### config.mk
export PLATFORM = sky130hd
export DESIGN_NAME = serial_bank_ctrl
export DESIGN_NICKNAME = d
export VERILOG_FILES = /design/src/rtl/sbc_pkg.sv /design/src/rtl/sbc_write_guard.sv /design/src/rtl/sbc_serial_loader.sv /design/src/rtl/sbc_addr_map.sv /design/src/rtl/serial_bank_ctrl.sv
export SDC_FILE = /design/constraint.sdc
export NUM_CORES = 1
export LEC_CHECK = 0
export ABC_AREA = 0
export BUFFER_PORTS_ARGS = -buffer_cell sky130_fd_sc_hd__buf_4
export CORE_UTILIZATION = 38
export DETAILED_ROUTE_END_ITERATION = 7
export PLACE_DENSITY = 0.73
export SYNTH_ARGS = -nofsm -noshare
export SYNTH_HDL_FRONTEND = slang
export SYNTH_HIERARCHICAL = 1
export SYNTH_SLANG_ARGS = --single-unit
### constraint.sdc
create_clock -name clk -period 1.35 [get_ports clk]
set_input_delay 0.2025 -clock clk [delete_from_list [all_inputs] [get_ports clk]]
set_output_delay 0.2025 -clock clk [all_outputs]
set_load 0.1 [all_outputs]
### src/rtl/sbc_pkg.sv
package sbc_pkg;
  localparam int DATA_W      = 8;
  localparam int CPU_AW      = 15;
  localparam int SHIFT_W     = 5;
  localparam int LOCK_CYCLES = 2;
  localparam int PRG_OFS_W   = 14;
  localparam int PRG_BANK_W  = 4;
  localparam int CHR_OFS_W   = 12;
  localparam int CHR_BANK_W  = 5;
  localparam int NT_OFS_W    = 10;

  localparam int PRG_OUT_W = PRG_OFS_W + PRG_BANK_W;
  localparam int CHR_IN_W  = CHR_OFS_W + 1;
  localparam int CHR_OUT_W = CHR_OFS_W + CHR_BANK_W;
  localparam int NT_IN_W   = NT_OFS_W + 2;
  localparam int NT_OUT_W  = NT_OFS_W + 1;
  localparam int CNT_W     = $clog2(SHIFT_W);
  localparam int LOCK_W    = $clog2(LOCK_CYCLES + 1);

  typedef enum logic [1:0] {
    MIR_LOW  = 2'd0,
    MIR_HIGH = 2'd1,
    MIR_A10  = 2'd2,
    MIR_A11  = 2'd3
  } mirror_e;

  typedef enum logic [1:0] {
    DST_CTRL = 2'd0,
    DST_CHRA = 2'd1,
    DST_CHRB = 2'd2,
    DST_PRG  = 2'd3
  } dest_e;

  typedef struct packed {
    logic                  chr_split;
    logic                  prg_16k;
    logic                  fix_hi;
    mirror_e               mirror;
    logic [CHR_BANK_W-1:0] chr_a;
    logic [CHR_BANK_W-1:0] chr_b;
    logic                  wram_off;
    logic [PRG_BANK_W-1:0] prg_bank;
  } cfg_t;
endpackage

### src/rtl/sbc_write_guard.sv
module sbc_write_guard #(
  parameter int LOCK_CYCLES = sbc_pkg::LOCK_CYCLES,
  localparam int LW = $clog2(LOCK_CYCLES + 1)
) (
  input  logic clk,
  input  logic rst,
  input  logic wr_valid,
  output logic wr_ready,
  output logic wr_accept
);
  logic [LW-1:0] lock_cnt;

  assign wr_ready  = (lock_cnt == '0);
  assign wr_accept = wr_valid && wr_ready;

  always_ff @(posedge clk) begin
    if (rst)               lock_cnt <= '0;
    else if (wr_accept)    lock_cnt <= LW'(LOCK_CYCLES);
    else if (!wr_ready)    lock_cnt <= lock_cnt - 1'b1;
  end
endmodule

### src/rtl/sbc_serial_loader.sv
module sbc_serial_loader
  import sbc_pkg::*;
(
  input  logic             clk,
  input  logic             rst,
  input  logic             wr_accept,
  input  logic             wr_abort,
  input  logic             wr_bit,
  input  dest_e            wr_dest,
  output cfg_t             cfg,
  output logic [CNT_W-1:0] sh_cnt
);
  logic [SHIFT_W-1:0] sh_data;
  logic [SHIFT_W-1:0] sh_next;
  logic               last_beat;

  assign sh_next   = {wr_bit, sh_data[SHIFT_W-1:1]};
  assign last_beat = (sh_cnt == CNT_W'(SHIFT_W - 1));

  always_ff @(posedge clk) begin
    if (rst) begin
      sh_cnt        <= '0;
      sh_data       <= '0;
      cfg.chr_split <= 1'b0;
      cfg.prg_16k   <= 1'b1;
      cfg.fix_hi    <= 1'b1;
      cfg.mirror    <= MIR_LOW;
      cfg.chr_a     <= '0;
      cfg.chr_b     <= CHR_BANK_W'(1);
      cfg.wram_off  <= 1'b0;
      cfg.prg_bank  <= '0;
    end else if (wr_accept) begin
      if (wr_abort) begin
        sh_cnt      <= '0;
        cfg.prg_16k <= 1'b1;
        cfg.fix_hi  <= 1'b1;
      end else begin
        sh_data <= sh_next;
        if (!last_beat) begin
          sh_cnt <= sh_cnt + 1'b1;
        end else begin
          sh_cnt <= '0;
          unique case (wr_dest)
            DST_CTRL: begin
              cfg.chr_split <= sh_next[4];
              cfg.prg_16k   <= sh_next[3];
              cfg.fix_hi    <= sh_next[2];
              cfg.mirror    <= mirror_e'(sh_next[1:0]);
            end
            DST_CHRA: cfg.chr_a <= sh_next[CHR_BANK_W-1:0];
            DST_CHRB: cfg.chr_b <= sh_next[CHR_BANK_W-1:0];
            DST_PRG: begin
              cfg.wram_off <= sh_next[4];
              cfg.prg_bank <= sh_next[PRG_BANK_W-1:0];
            end
            default: ;
          endcase
        end
      end
    end
  end
endmodule

### src/rtl/sbc_addr_map.sv
module sbc_addr_map
  import sbc_pkg::*;
(
  input  cfg_t                 cfg,
  input  logic [CPU_AW-1:0]    prg_in,
  output logic [PRG_OUT_W-1:0] prg_out,
  input  logic [CHR_IN_W-1:0]  chr_in,
  output logic [CHR_OUT_W-1:0] chr_out,
  input  logic [NT_IN_W-1:0]   nt_in,
  output logic [NT_OUT_W-1:0]  nt_out
);
  logic                  prg_half;
  logic [PRG_BANK_W-1:0] prg_sel;
  logic                  chr_half;
  logic [CHR_BANK_W-1:0] chr_sel;
  logic                  nt_page;

  assign prg_half = prg_in[PRG_OFS_W];
  assign chr_half = chr_in[CHR_OFS_W];

  always_comb begin
    if (!cfg.prg_16k)
      prg_sel = {cfg.prg_bank[PRG_BANK_W-1:1], prg_half};
    else if (prg_half != cfg.fix_hi)
      prg_sel = cfg.prg_bank;
    else
      prg_sel = {PRG_BANK_W{prg_half}};
  end

  always_comb begin
    if (cfg.chr_split)
      chr_sel = chr_half ? cfg.chr_b : cfg.chr_a;
    else
      chr_sel = {cfg.chr_a[CHR_BANK_W-1:1], chr_half};
  end

  always_comb begin
    unique case (cfg.mirror)
      MIR_LOW:  nt_page = 1'b0;
      MIR_HIGH: nt_page = 1'b1;
      MIR_A10:  nt_page = nt_in[NT_OFS_W];
      MIR_A11:  nt_page = nt_in[NT_OFS_W+1];
      default:  nt_page = 1'b0;
    endcase
  end

  assign prg_out = {prg_sel, prg_in[PRG_OFS_W-1:0]};
  assign chr_out = {chr_sel, chr_in[CHR_OFS_W-1:0]};
  assign nt_out  = {nt_page, nt_in[NT_OFS_W-1:0]};
endmodule

### src/rtl/serial_bank_ctrl.sv
module serial_bank_ctrl
  import sbc_pkg::*;
(
  input  logic                 clk,
  input  logic                 rst,
  input  logic                 wr_valid,
  output logic                 wr_ready,
  input  logic [CPU_AW-1:0]    wr_addr,
  input  logic [DATA_W-1:0]    wr_data,
  input  logic [CPU_AW-1:0]    prg_in,
  output logic [PRG_OUT_W-1:0] prg_out,
  input  logic [CHR_IN_W-1:0]  chr_in,
  output logic [CHR_OUT_W-1:0] chr_out,
  input  logic [NT_IN_W-1:0]   nt_in,
  output logic [NT_OUT_W-1:0]  nt_out,
  output logic                 wram_disable
);
  logic             wr_accept;
  cfg_t             cfg;
  logic [CNT_W-1:0] sh_cnt;
  logic             pins_unused;

  assign pins_unused = ^{wr_addr[CPU_AW-3:0], wr_data[DATA_W-2:1]};

  sbc_write_guard #(.LOCK_CYCLES(LOCK_CYCLES)) u_guard (
    .clk       (clk),
    .rst       (rst),
    .wr_valid  (wr_valid),
    .wr_ready  (wr_ready),
    .wr_accept (wr_accept)
  );

  sbc_serial_loader u_loader (
    .clk       (clk),
    .rst       (rst),
    .wr_accept (wr_accept),
    .wr_abort  (wr_data[DATA_W-1]),
    .wr_bit    (wr_data[0]),
    .wr_dest   (dest_e'(wr_addr[CPU_AW-1:CPU_AW-2])),
    .cfg       (cfg),
    .sh_cnt    (sh_cnt)
  );

  sbc_addr_map u_map (
    .cfg     (cfg),
    .prg_in  (prg_in),
    .prg_out (prg_out),
    .chr_in  (chr_in),
    .chr_out (chr_out),
    .nt_in   (nt_in),
    .nt_out  (nt_out)
  );

  assign wram_disable = cfg.wram_off;
endmodule

Word level (Yosys, flattened, before mapping)
Cells that the tools add are included.
{"block": "word_totals", "memories": 0, "ff_bits": 30, "elab_cells": 52, "input_bits": 66, "mem_bits_rw": 0, "mem_bits_ro": 0, "out_inout_bits": 48, "latchBits": 0}
{"block": "classes", "eq_ne": 9, "div": 0, "n_shift": 0, "n_reduce_logical": 13, "muxes": 15, "order_cmp": 0, "bitwise": 1, "n_addsub": 2, "n_mul": 0}
{"operator": "2-to-1 mux 5 bit", "n": 5}
{"operator": "2-to-1 mux 19 bit", "n": 1}
{"operator": "AND reduction 4 bit", "n": 4}
{"operator": "2-to-1 mux 4 bit", "n": 3}
{"operator": "equality test 2 bit, second input constant", "n": 4}
{"operator": "logical NOT 2 bit", "n": 3}
{"operator": "2-to-1 mux 2 bit", "n": 3}
{"operator": "2-to-1 mux 3 bit", "n": 2}
{"operator": "equality test 2 x 1 -> 1 bit, second input constant", "n": 2}
{"operator": "case mux 1 bit (4 select lines)", "n": 1}
{"operator": "nonzero test 2 bit", "n": 2}
{"operator": "adder 3 x 1 -> 3 bit, second input constant", "n": 1}
{"operator": "equality test 3 bit, second input constant", "n": 1}
{"operator": "AND reduction 3 bit", "n": 1}
{"operator": "!= test 2 bit, second input constant", "n": 1}
{"operator": "AND reduction 2 bit", "n": 1}
{"operator": "OR reduction 2 bit", "n": 1}
{"operator": "subtractor 2 x 1 -> 2 bit, second input constant", "n": 1}
{"operator": "logical AND 1 bit", "n": 1}
{"operator": "!= test 1 bit", "n": 1}
{"operator": "inverter 1 bit", "n": 1}

Logic depth before layout (Yosys ltp)
Gate-level depths: netlist (run 1).
{"block": "logic_depth", "word_depth": 4, "depth_mapped": 6, "depth_no_buf": 5}

By module
Netlist (run 1), hierarchy kept.
{"module": "sbc_serial_loader", "instances": 1, "cells_each": 120, "seq_area_each_um2": 540.5, "area_per_inst_um2": 1159.9}
{"module": "sbc_addr_map", "instances": 1, "cells_each": 61, "seq_area_each_um2": 0.0, "area_per_inst_um2": 451.7}
{"module": "sbc_write_guard", "instances": 1, "cells_each": 7, "seq_area_each_um2": 40.0, "area_per_inst_um2": 81.3}

Least setup slack after synthesis (run 1)
OpenSTA, ideal clock, no wires.
{"block": "synth_timing", "kind": "reg-to-output", "startpoint": "register u_loader/cfg[18] (netlist name)", "endpoint": "output prg_out[16]", "path_slack_ns": -0.856, "required_time_ns": 1.148, "path_buffers": 0, "path_stages_with_launch": 3, "t_arrival_ns": 2.004, "path_cell_list": "dfxtp_1 -> nor2b_2 -> o22ai_1"}
{"block": "synth_between", "elab_chain_cells": 1}
{"element": "2-to-1 mux 4 bit", "line_no": "sbc_addr_map.sv:22", "rtl": "if (!cfg.prg_16k)"}
{"element": "to (decl)", "line_no": "serial_bank_ctrl.sv:11", "rtl": "output logic [PRG_OUT_W-1:0] prg_out,"}
No other way between the ends.

Final worst setup path (run 1)
{"block": "layout_timing", "startpoint": "register u_loader/cfg[19] (netlist name)", "endpoint": "output chr_out[16]"}
{"block": "layout_between", "elab_chain_cells": 1}
{"element": "2-to-1 mux 5 bit", "line_no": "sbc_addr_map.sv:31", "rtl": "if (cfg.chr_split)"}
{"element": "to (decl)", "line_no": "serial_bank_ctrl.sv:13", "rtl": "output logic [CHR_OUT_W-1:0] chr_out,"}
No other way between the ends.

==> impl_metrics.csv, run 1 <==
group,metric,value,unit
timing,post-route-period-util,1.05,
routing,dr.first_iter.drc_count,26,
clock_tree,tritoncts,"done",
clock_tree,clock_latency,0.28,ns
placed_design,gp_congestion,0.766,
clock_tree,cts.sinks,29,
timing,rsz0062_at_grt,"true",
grt,antenna_found_initial,0,
routing,first_pass_iters,4,
yosys,yosys.cell_types.count,37,
floorplan,die-area,4730,µm²
floorplan,die_x,68.7,µm
status,outcome,"complete, but fails checks",
min_path,min_to,"u_loader/sh_data[4]$_SDFFE_PP0P_",
floorplan,die_h,68.7,µm
worst_setup_path,rrSetupSlack,0,ns
timing,maxSlewHeadroom,0.789,
min_path,hold-path-cell-count,3,
clock_tree,clock_path_buffers,2,
routing,routed_wl,3090,µm
routing,wire_per_inst,12.9,µm
clock_tree,h-tree-depth,2,
placed_design,dp_hpwl,2150,µm
finish,syn_to_final_growth,23.7,%
yosys,ys_seq_elements,29,
yosys,synth_warnings,6,
finish,drive_gt1_frac,0.423,
finish,nets,256,
worst_setup_path,cp.required,1.15,ns
worst_setup_path,end_kind,"output port",
min_path,hp-start,"wr_data[0]",
worst_setup_path,critical_path.reg2reg.startpoint,"u_guard/lock_cnt[0]$_SDFFE_PP0P_",
timing,worst_pin_slew,0.317,ns
grt,grt_pass1_vias,1130,
yosys,yosysSeqAreaShare,0.343,
timing,fmax,704,MHz
worst_setup_path,worstSetupPathType,"reg -> out",
worst_setup_path,worstRegToRegCells,4,
placed_design,pre_cts_ws,-0.0332,ns
grt,grt_max_degree,40,
finish,antennaDiodeCount,0,
yosys,async_reset_ff_frac,0,
worst_setup_path,worstSetupStartpointType,"flip-flop",
floorplan,start_util,0.409,
finish,multiInputGateArea,910,µm²
floorplan,io_pins,114,
clock_tree,holdBufCountCts,0,
floorplan,core_area,4140,µm²
yosys,syn_avg_cell_area,9.00,µm²
timing,setup_ws,-0.0714,ns
yosys,syn_area,1690,µm²
clock_tree,cts_buffers,5,
grt,grt_pass1_wl,5110,µm
clock_tree,cts_root_buf,"clkbuf_8",
pwr,power.leakage,0.911,nW
min_path,hp-class,"in -> reg",
pwr,ir_worst_vdd,586,µV
clock_tree,clkTransAtPathRegs,0.06,ns
worst_setup_path,cp_max_fo,5,
grt,grt_util_all_layers,0.150,
timing,setup_viol,7,
timing,maxSlewViolCount,0,
yosys,syn_nets,256,
pwr,powerDensity,935,nW/µm²
finish,fillerInstances,402,
status,violations,"setup timing",
floorplan,rows,23,
finish,regArea,592,µm²
routing,via_per_inst,4.90,
worst_setup_path,cp.arrival,1.22,ns
flow_run,maxCapViolations,0,
routing,vias,1172,
routing,ant_nets,0,
worst_setup_path,reg2reg_to,"u_loader/cfg[3]$_SDFFE_PP0P_",
timing,post-route-min-period,1.42,ns
yosys,synthFlopType,"dfxtp_1",
routing,drc,0,
timing,final_hold_viol_count,0,
placed_design,numPortBuffers,22,
grt,grt-ovfl-total,0,
pwr,power,1.96,mW
timing,finClkSkew,0.00469,ns
yosys,synth_enable_flop_cells,0,
yosys,syn-instance-count,188,
-- synth_stat cells (3+ instances only) --
library cell | n | area share
a21oi_1 | 13 | 0.038
buf_4 | 37 | 0.16
clkbuf_1 | 4 | 0.0089
dfxtp_1 | 29 | 0.34
inv_1 | 7 | 0.016
mux2_4 | 4 | 0.035
mux2i_1 | 15 | 0.089
nand2_1 | 9 | 0.020
nand2b_1 | 21 | 0.078
nor2_1 | 5 | 0.011
nor2b_1 | 5 | 0.018
nor3_1 | 4 | 0.012
o21ai_0 | 6 | 0.018
o22ai_1 | 3 | 0.011
-- per-stage QoR --
stage,setup TNS [ns],instances,util,cell area [µm²],hold slack [ns]
after global routing,-1.12,239,0.505,2090,0.190
after CTS,-0.417,239,0.494,2050,0.179
after global placement,0,226,0.425,1760,0.406
final,-0.425,239,0.505,2090,0.185
after floorplan,-1.80,188,-,1770,0.271
after detailed placement,-0.107,226,0.425,1760,0.406
-- layer usage --
layer,GRT usage,routed length [µm],up-vias
met5,0,0,-
met3,0.0526,162,5
met4,0.0740,52,0
met2,0.250,1520,17
met1,0.169,1350,556
li1,-,-,594
-- worst max path at each step --
| stage | from | end | slack, ns | cells after the start |
|---|---|---|---|---|
| floorplan | u_loader/cfg[18]$_SDFFE_PP1P_ | prg_out[15] | -0.23 | 2 |
| global placement | u_guard/lock_cnt[0]$_SDFFE_PP0P_ | u_loader/cfg[17]$_SDFFE_PP1P_ | 0.003 | 5 |
| detailed placement | u_loader/sh_cnt[1]$_SDFFE_PP0P_ | u_loader/cfg[4]$_SDFFE_PP0P_ | -0.03 | 5 |
| CTS | u_loader/cfg[19]$_SDFFE_PP0P_ | chr_out[16] | -0.08 | 3 |
| global route | u_loader/cfg[19]$_SDFFE_PP0P_ | chr_out[16] | -0.11 | 3 |
| finish | u_loader/cfg[19]$_SDFFE_PP0P_ | chr_out[16] | -0.07 | 3 |
-- cells in the final DEF, fill, tap and decap left out, types with 2 or more instances in the layout --
master / synthesis / layout
buf_12: 0 / 9
inv_2: 0 / 3
inv_1: 7 / 4
o21ai_0: 6 / 5
o31a_1: 2 / 2
buf_6: 1 / 5
nand3b_4: 0 / 2
nor2b_1: 5 / 4
mux2_4: 4 / 4
dfxtp_1: 29 / 22
buf_4: 37 / 22
nand2b_4: 0 / 2
nand2b_1: 21 / 20
nor2_1: 5 / 4
a21oi_2: 0 / 3
dfxtp_2: 0 / 6
nor2b_4: 0 / 2
nand2_1: 9 / 9
o22ai_2: 0 / 2
nor3_1: 4 / 4
a21oi_1: 13 / 10
clkbuf_8: 0 / 7
mux2i_1: 15 / 15
-- worst max-delay path, stage by stage, from the launching register on --
cell,delay [ns]
dfxtp_2,0.36
nand2_4,0.09
mux2_4,0.32
buf_12,0.17
-- state kept, by name (all words and copies together) (netlist names) --
signal	flops
u_loader/sh_data	4
u_guard/lock_cnt	2
u_loader/sh_cnt	3
u_loader/cfg	20
-- layout make-up --
type / instances / share of cell area
clock buffers: 7 / 0.0460
clock inverters: 1 / 0.00239
inverters: 7 / 0.0126
multi-input cells: 109 / 0.435
flip-flops and latches: 29 / 0.283
well taps: 50 / 0.0299
repair buffers: 36 / 0.192
-- kinds of logic (layout without fill, tap and decap cells) --
kind of cell,Yosys count,after routing,share of synthesized area
mux,19,19,0.124
compound gates,31,31,0.112
buf+inv,50,51,0.198
flops,29,29,0.343
fa+ha+maj,2,2,0.0148
simple gates,57,57,0.208
-- where the power goes --
part	internal [mW]	total, mW	switching (mW)
Clock	0.460	0.786	0.326
Combinational	0.133	0.301	0.168
Sequential	0.862	0.870	0.00746
Total	1.45	1.96	0.502
-- timing repair --
item,4_1_cts,5_1_grt
setup endpoints to repair,17,29
gates cloned,0,0
resized for setup,38,13
setup buffers,5,0
pin swaps,4,4
(Power assumes the default switching activity.)
==> run 2: changes to the inputs <==
--- a/config.mk
+++ b/config.mk
@@ -9,7 +9,7 @@
 export BUFFER_PORTS_ARGS = -buffer_cell sky130_fd_sc_hd__buf_4
 export CORE_UTILIZATION = 38
 export DETAILED_ROUTE_END_ITERATION = 7
-export PLACE_DENSITY = 0.73
+export PLACE_DENSITY = 0.88
 export SYNTH_ARGS = -nofsm -noshare
 export SYNTH_HDL_FRONTEND = slang
 export SYNTH_HIERARCHICAL = 1
==> impl_metrics.csv, run 2 (synthesis gave the netlist of run 1 again) <==
group,metric,value,unit
grt,grt_pass1_wl,5020,µm
timing,final_hold_viol_count,0,
worst_setup_path,path_cells,"nand2_8 -> mux2_4 -> buf_12",
timing,setup_viol,8,
min_path,hold-path-cell-count,3,
finish,largest_register_ffs,20,
worst_setup_path,worstSetupPathType,"reg -> out",
finish,fillerInstances,383,
timing,post-route-min-period,1.43,ns
grt,grt_max_degree,40,
routing,drc,0,
worst_setup_path,slowest_delay,0.37,ns
timing,post-route-period-util,1.06,
floorplan,io_pins,114,
clock_tree,cts_root_buf,"clkbuf_8",
placed_design,numPortBuffers,22,
floorplan,die_x,68.7,µm
timing,finalSetupTns,-0.386,ns
floorplan,rows,23,
status,outcome,"complete, but fails checks",
clock_tree,h-tree-depth,2,
flow_run,maxCapViolations,0,
finish,syn_to_final_growth,23.9,%
placed_design,pre_cts_ws,-0.0205,ns
grt,grt_util_all_layers,0.147,
timing,hold_slack,0.189,ns
routing,routed_wl,3070,µm
worst_setup_path,worstSetupStartpointType,"flip-flop",
floorplan,core_area,4140,µm²
timing,maxSlewViolCount,0,
floorplan,die_h,68.7,µm
clock_tree,clkTransAtPathRegs,0.06,ns
finish,drive_gt1_frac,0.417,
placed_design,gp_congestion,0.748,
routing,wl_met2,1540,µm
placed_design,dp_hpwl,2170,µm
finish,top_register,"u_loader/cfg",
pwr,power,2.08,mW
placed_design,placedInstanceArea,1760,µm²
routing,ant_nets,0,
worst_setup_path,cp_max_fo,5,
finish,nets,254,
timing,finClkSkew,0.00531,ns
worst_setup_path,cp.required,1.15,ns
timing,setup_ws,-0.0791,ns
routing,first_pass_iters,4,
finish,fin_cells,237,
routing,vias,1174,
routing,dr.first_iter.drc_count,55,
finish,antennaDiodeCount,0,
placed_design,dp.cells,226,
timing,rsz0062_at_grt,"true",
finish,top_regs,"u_loader/cfg (20), u_loader/sh_data (4), u_loader/sh_cnt (3)",
pwr,power.leakage,0.896,nW
pwr,powerDensity,993,nW/µm²
worst_setup_path,end_kind,"output port",
routing,via_per_inst,4.95,
pwr,ir_worst_vdd,517,µV
clock_tree,cts_buffers,5,
worst_setup_path,cp.arrival,1.23,ns
clock_tree,holdBufCountCts,0,
grt,antenna_found_initial,0,
routing,wl_met1,1260,µm
routing,dr.max_layer_used,"met4",
finish,final_cell_mix,"buf_4, nand2b_1, dfxtp_1, mux2i_1",
floorplan,start_util,0.409,
floorplan,die-area,4730,µm²
grt,grt_pass1_vias,1192,
timing,worst_pin_slew,0.319,ns
min_path,hp-class,"in -> reg",
timing,maxSlewHeadroom,0.787,
clock_tree,clock_path_buffers,2,
routing,wire_per_inst,13.0,µm
routing,wl_met3,224,µm
clock_tree,tritoncts,"done",
worst_setup_path,cp_slowest_cell,"dfxtp_4",
clock_tree,clock_latency,0.28,ns
finish,stdcell_area,2100,µm²
status,violations,"setup timing",
clock_tree,cts.sinks,29,
timing,fmax,700,MHz
grt,grt-ovfl-total,0,
finish,postLayoutCoreUtil,0.506,
worst_setup_path,worstRegToRegCells,5,
finish,final_common_cell,"buf_4",
[run 2: power by group]
part	total [mW]	internal [mW]	switching [mW]
logic	0.295	0.128	0.167
registers	0.869	0.861	0.00785
clock network	0.920	0.601	0.319
total	2.08	1.59	0.494
[run 2: what timing repair did]
action | CTS | global route
setup buffers | 0 | 3
pin swaps | 5 | 5
gates resized for setup | 38 | 14
cloned | 0 | 0
setup endpoints to repair | 17 | 22
[run 2: cell type report]
type / instances / area, µm² / share of cell area
clock buffer: 7 / 86.3 / 0.0412
tap: 50 / 62.6 / 0.0298
inverter: 7 / 26.3 / 0.0125
multi-input combinational: 109 / 917 / 0.437
timing repair buffer: 34 / 379 / 0.181
sequential: 29 / 596 / 0.284
clock inverter: 1 / 30.0 / 0.0143
[run 2: path summary, 6_finish.rpt]
check	start	to	slack [ns]
setup reg to reg	u_guard/lock_cnt[0]$_SDFFE_PP0P_	u_loader/cfg[18]$_SDFFE_PP1P_	0.01
hold reg to reg	u_loader/sh_data[1]$_SDFFE_PP0P_	u_loader/sh_data[1]$_SDFFE_PP0P_	0.48
hold / removal	wr_data[0]	u_loader/sh_data[4]$_SDFFE_PP0P_	0.19
setup / recovery	u_loader/cfg[19]$_SDFFE_PP0P_	chr_out[14]	-0.08
[run 2: worst max-delay path, delay by kind of cell, from the launching register on]
kind | cells | cell delay, ns
AND/OR/NAND/NOR | 1 | 0.09
buffers and inverters | 1 | 0.17
multiplexers | 1 | 0.32
flip-flops | 1 | 0.37
[run 2: routing by layer]
layer  global-route usage  vias up
met3               0.0757        6
li1                     -      589
met5                    0        -
met1                0.150      550
met2                0.249       29
met4               0.0689        0
==> run 3: changes to the inputs <==
--- a/config.mk
+++ b/config.mk
@@ -7,9 +7,12 @@
 export LEC_CHECK = 0
 export ABC_AREA = 0
 export BUFFER_PORTS_ARGS = -buffer_cell sky130_fd_sc_hd__buf_4
-export CORE_UTILIZATION = 38
+export CELL_PAD_IN_SITES_DETAIL_PLACEMENT = 1
+export CELL_PAD_IN_SITES_GLOBAL_PLACEMENT = 1
+export CORE_UTILIZATION = 26
+export CTS_CLUSTER_DIAMETER = 60
 export DETAILED_ROUTE_END_ITERATION = 7
-export PLACE_DENSITY = 0.88
+export PLACE_DENSITY = 0.87
 export SYNTH_ARGS = -nofsm -noshare
 export SYNTH_HDL_FRONTEND = slang
 export SYNTH_HIERARCHICAL = 1
==> impl_metrics.csv, run 3 (synthesis gave the netlist of run 1 again) <==
group,metric,value,unit
timing,final_hold_viol_count,0,
worst_setup_path,cp.required,1.15,ns
status,outcome,"complete, but fails checks",
placed_design,numPortBuffers,22,
min_path,hold-path-cell-count,3,
worst_setup_path,worstSetupPathType,"reg -> out",
worst_setup_path,worstRegToRegCells,4,
timing,post-route-period-util,1.05,
placed_design,gp_congestion,0.750,
finish,final_cell_mix,"buf_4, dfxtp_1, nand2b_1, mux2i_1, a21oi_1",
timing,maxSlewHeadroom,0.774,
worst_setup_path,end_kind,"output port",
routing,vias,1241,
grt,grt-ovfl-total,0,
floorplan,io_pins,114,
pwr,ir_worst_vdd,439,µV
clock_tree,tritoncts,"done",
routing,wire_per_inst,14.3,µm
floorplan,die_x,82.7,µm
floorplan,die_h,82.7,µm
grt,grt_pass1_vias,1276,
worst_setup_path,worstSetupStartpointType,"flip-flop",
clock_tree,cts_root_buf,"clkbuf_8",
placed_design,dp_hpwl,2700,µm
timing,rsz0062_at_grt,"true",
timing,hold_slack,0.193,ns
finish,final_common_cell,"buf_4",
pwr,power.leakage,0.907,nW
floorplan,die-area,6840,µm²
timing,worst_pin_slew,0.338,ns
timing,setup_viol,21,
finish,largest_register_ffs,20,
timing,finClkSkew,0.00738,ns
status,violations,"setup timing",
pwr,power,1.87,mW
grt,antenna_found_initial,0,
clock_tree,h-tree-depth,2,
finish,top_register,"u_loader/cfg",
routing,via_per_inst,4.63,
floorplan,core_area,6310,µm²
finish,top_regs,"u_loader/cfg (20), u_loader/sh_data (4), u_loader/sh_cnt (3)",
grt,grt_util_all_layers,0.124,
routing,drc,0,
timing,maxSlewViolCount,0,
routing,first_pass_iters,3,
pwr,powerDensity,874,nW/µm²
clock_tree,clock_path_buffers,2,
grt,grt_pass1_wl,6210,µm
timing,fmax,702,MHz
routing,routed_wl,3840,µm
finish,fillerInstances,734,
floorplan,rows,29,
clock_tree,cts_buffers,5,
clock_tree,clock_latency,0.28,ns
min_path,hp-class,"in -> reg",
timing,post-route-min-period,1.42,ns
finish,drive_gt1_frac,0.435,
worst_setup_path,cp.arrival,1.22,ns
grt,grt_max_degree,40,
timing,setup_ws,-0.0742,ns
worst_setup_path,cp_max_fo,5,
routing,dr.first_iter.drc_count,43,
finish,syn_to_final_growth,26.5,%
finish,nets,258,
flow_run,maxCapViolations,0,
clock_tree,cts.sinks,29,
routing,ant_nets,0,
finish,antennaDiodeCount,0,
floorplan,start_util,0.268,
clock_tree,clkTransAtPathRegs,0.06,ns
-- run 3: cell types whose count changed in the layout (fill, tap and decap cells not counted), moves of 2 or more --
cell,change
buf_4,+2
buf_6,+2
clkinv_2,+2
o21ai_1,+2
o21ai_0,-2
-- run 3: cell type report --
| class | instances | area [µm²] | share of cell area |
|---|---|---|---|
| Inverter | 7 | 26.3 | 0.0123 |
| Tap cell | 77 | 96.3 | 0.0450 |
| Clock inverter | 2 | 10.0 | 0.00468 |
| Clock buffer | 6 | 72.6 | 0.0339 |
| Timing Repair Buffer | 38 | 417 | 0.195 |
| Sequential cell | 29 | 596 | 0.278 |
| Multi-Input combinational cell | 109 | 923 | 0.431 |
-- run 3: worst max-delay path, stage by stage, from the launching register on --
cell	delay, ns
dfxtp_4	0.38
nand2_8	0.07
mux2_4	0.32
buf_12	0.17
-- run 3: per-stage QoR --
| step | cells | area [µm²] | worst slack [ns] | setup TNS [ns] | util |
|---|---|---|---|---|---|
| floorplan | 188 | 1770 | -0.226 | -1.80 | - |
| CTS | 266 | 2080 | -0.0918 | -0.592 | 0.329 |
| global placement | 253 | 1790 | -0.00428 | -0.00711 | 0.284 |
| global route | 268 | 2140 | -0.127 | -2.36 | 0.339 |
| detailed placement | 253 | 1790 | -0.0888 | -0.246 | 0.284 |
| finish | 268 | 2140 | -0.0742 | -0.603 | 0.339 |
-- run 3: timing repair --
item                                    in CTS  in global routing
buffers inserted                             5                  3
hold buffers                                 0                  0
gates resized for setup                     41                 16
endpoints found under the setup margin      19                 35
pin swaps                                    2                  6
-- run 3: metal layers --
layer  global-route usage  vias to the layer above  part of all wire
met2                0.220                       28              0.52
met1                0.135                      605              0.41
met3               0.0407                       11             0.050
li1                     -                      597                 -
met4               0.0466                        0             0.018
met5                    0                        -                 0
-- run 3: final timing paths --
path | from | to | slack (ns)
worst max register to register | u_guard/lock_cnt[1]$_SDFFE_PP0P_ | u_loader/cfg[0]$_SDFFE_PP0P_ | -0.04
worst min-delay path | wr_data[0] | u_loader/sh_data[4]$_SDFFE_PP0P_ | 0.19
worst max-delay path | u_loader/cfg[19]$_SDFFE_PP0P_ | chr_out[15] | -0.07
worst min register to register | u_loader/sh_data[2]$_SDFFE_PP0P_ | u_loader/sh_data[1]$_SDFFE_PP0P_ | 0.47
-- run 3: report_power, final --
| part | internal [mW] | switching [mW] |
|---|---|---|
| Combinational | 0.142 | 0.179 |
| Sequential | 0.861 | 0.00874 |
| Clock | 0.356 | 0.326 |
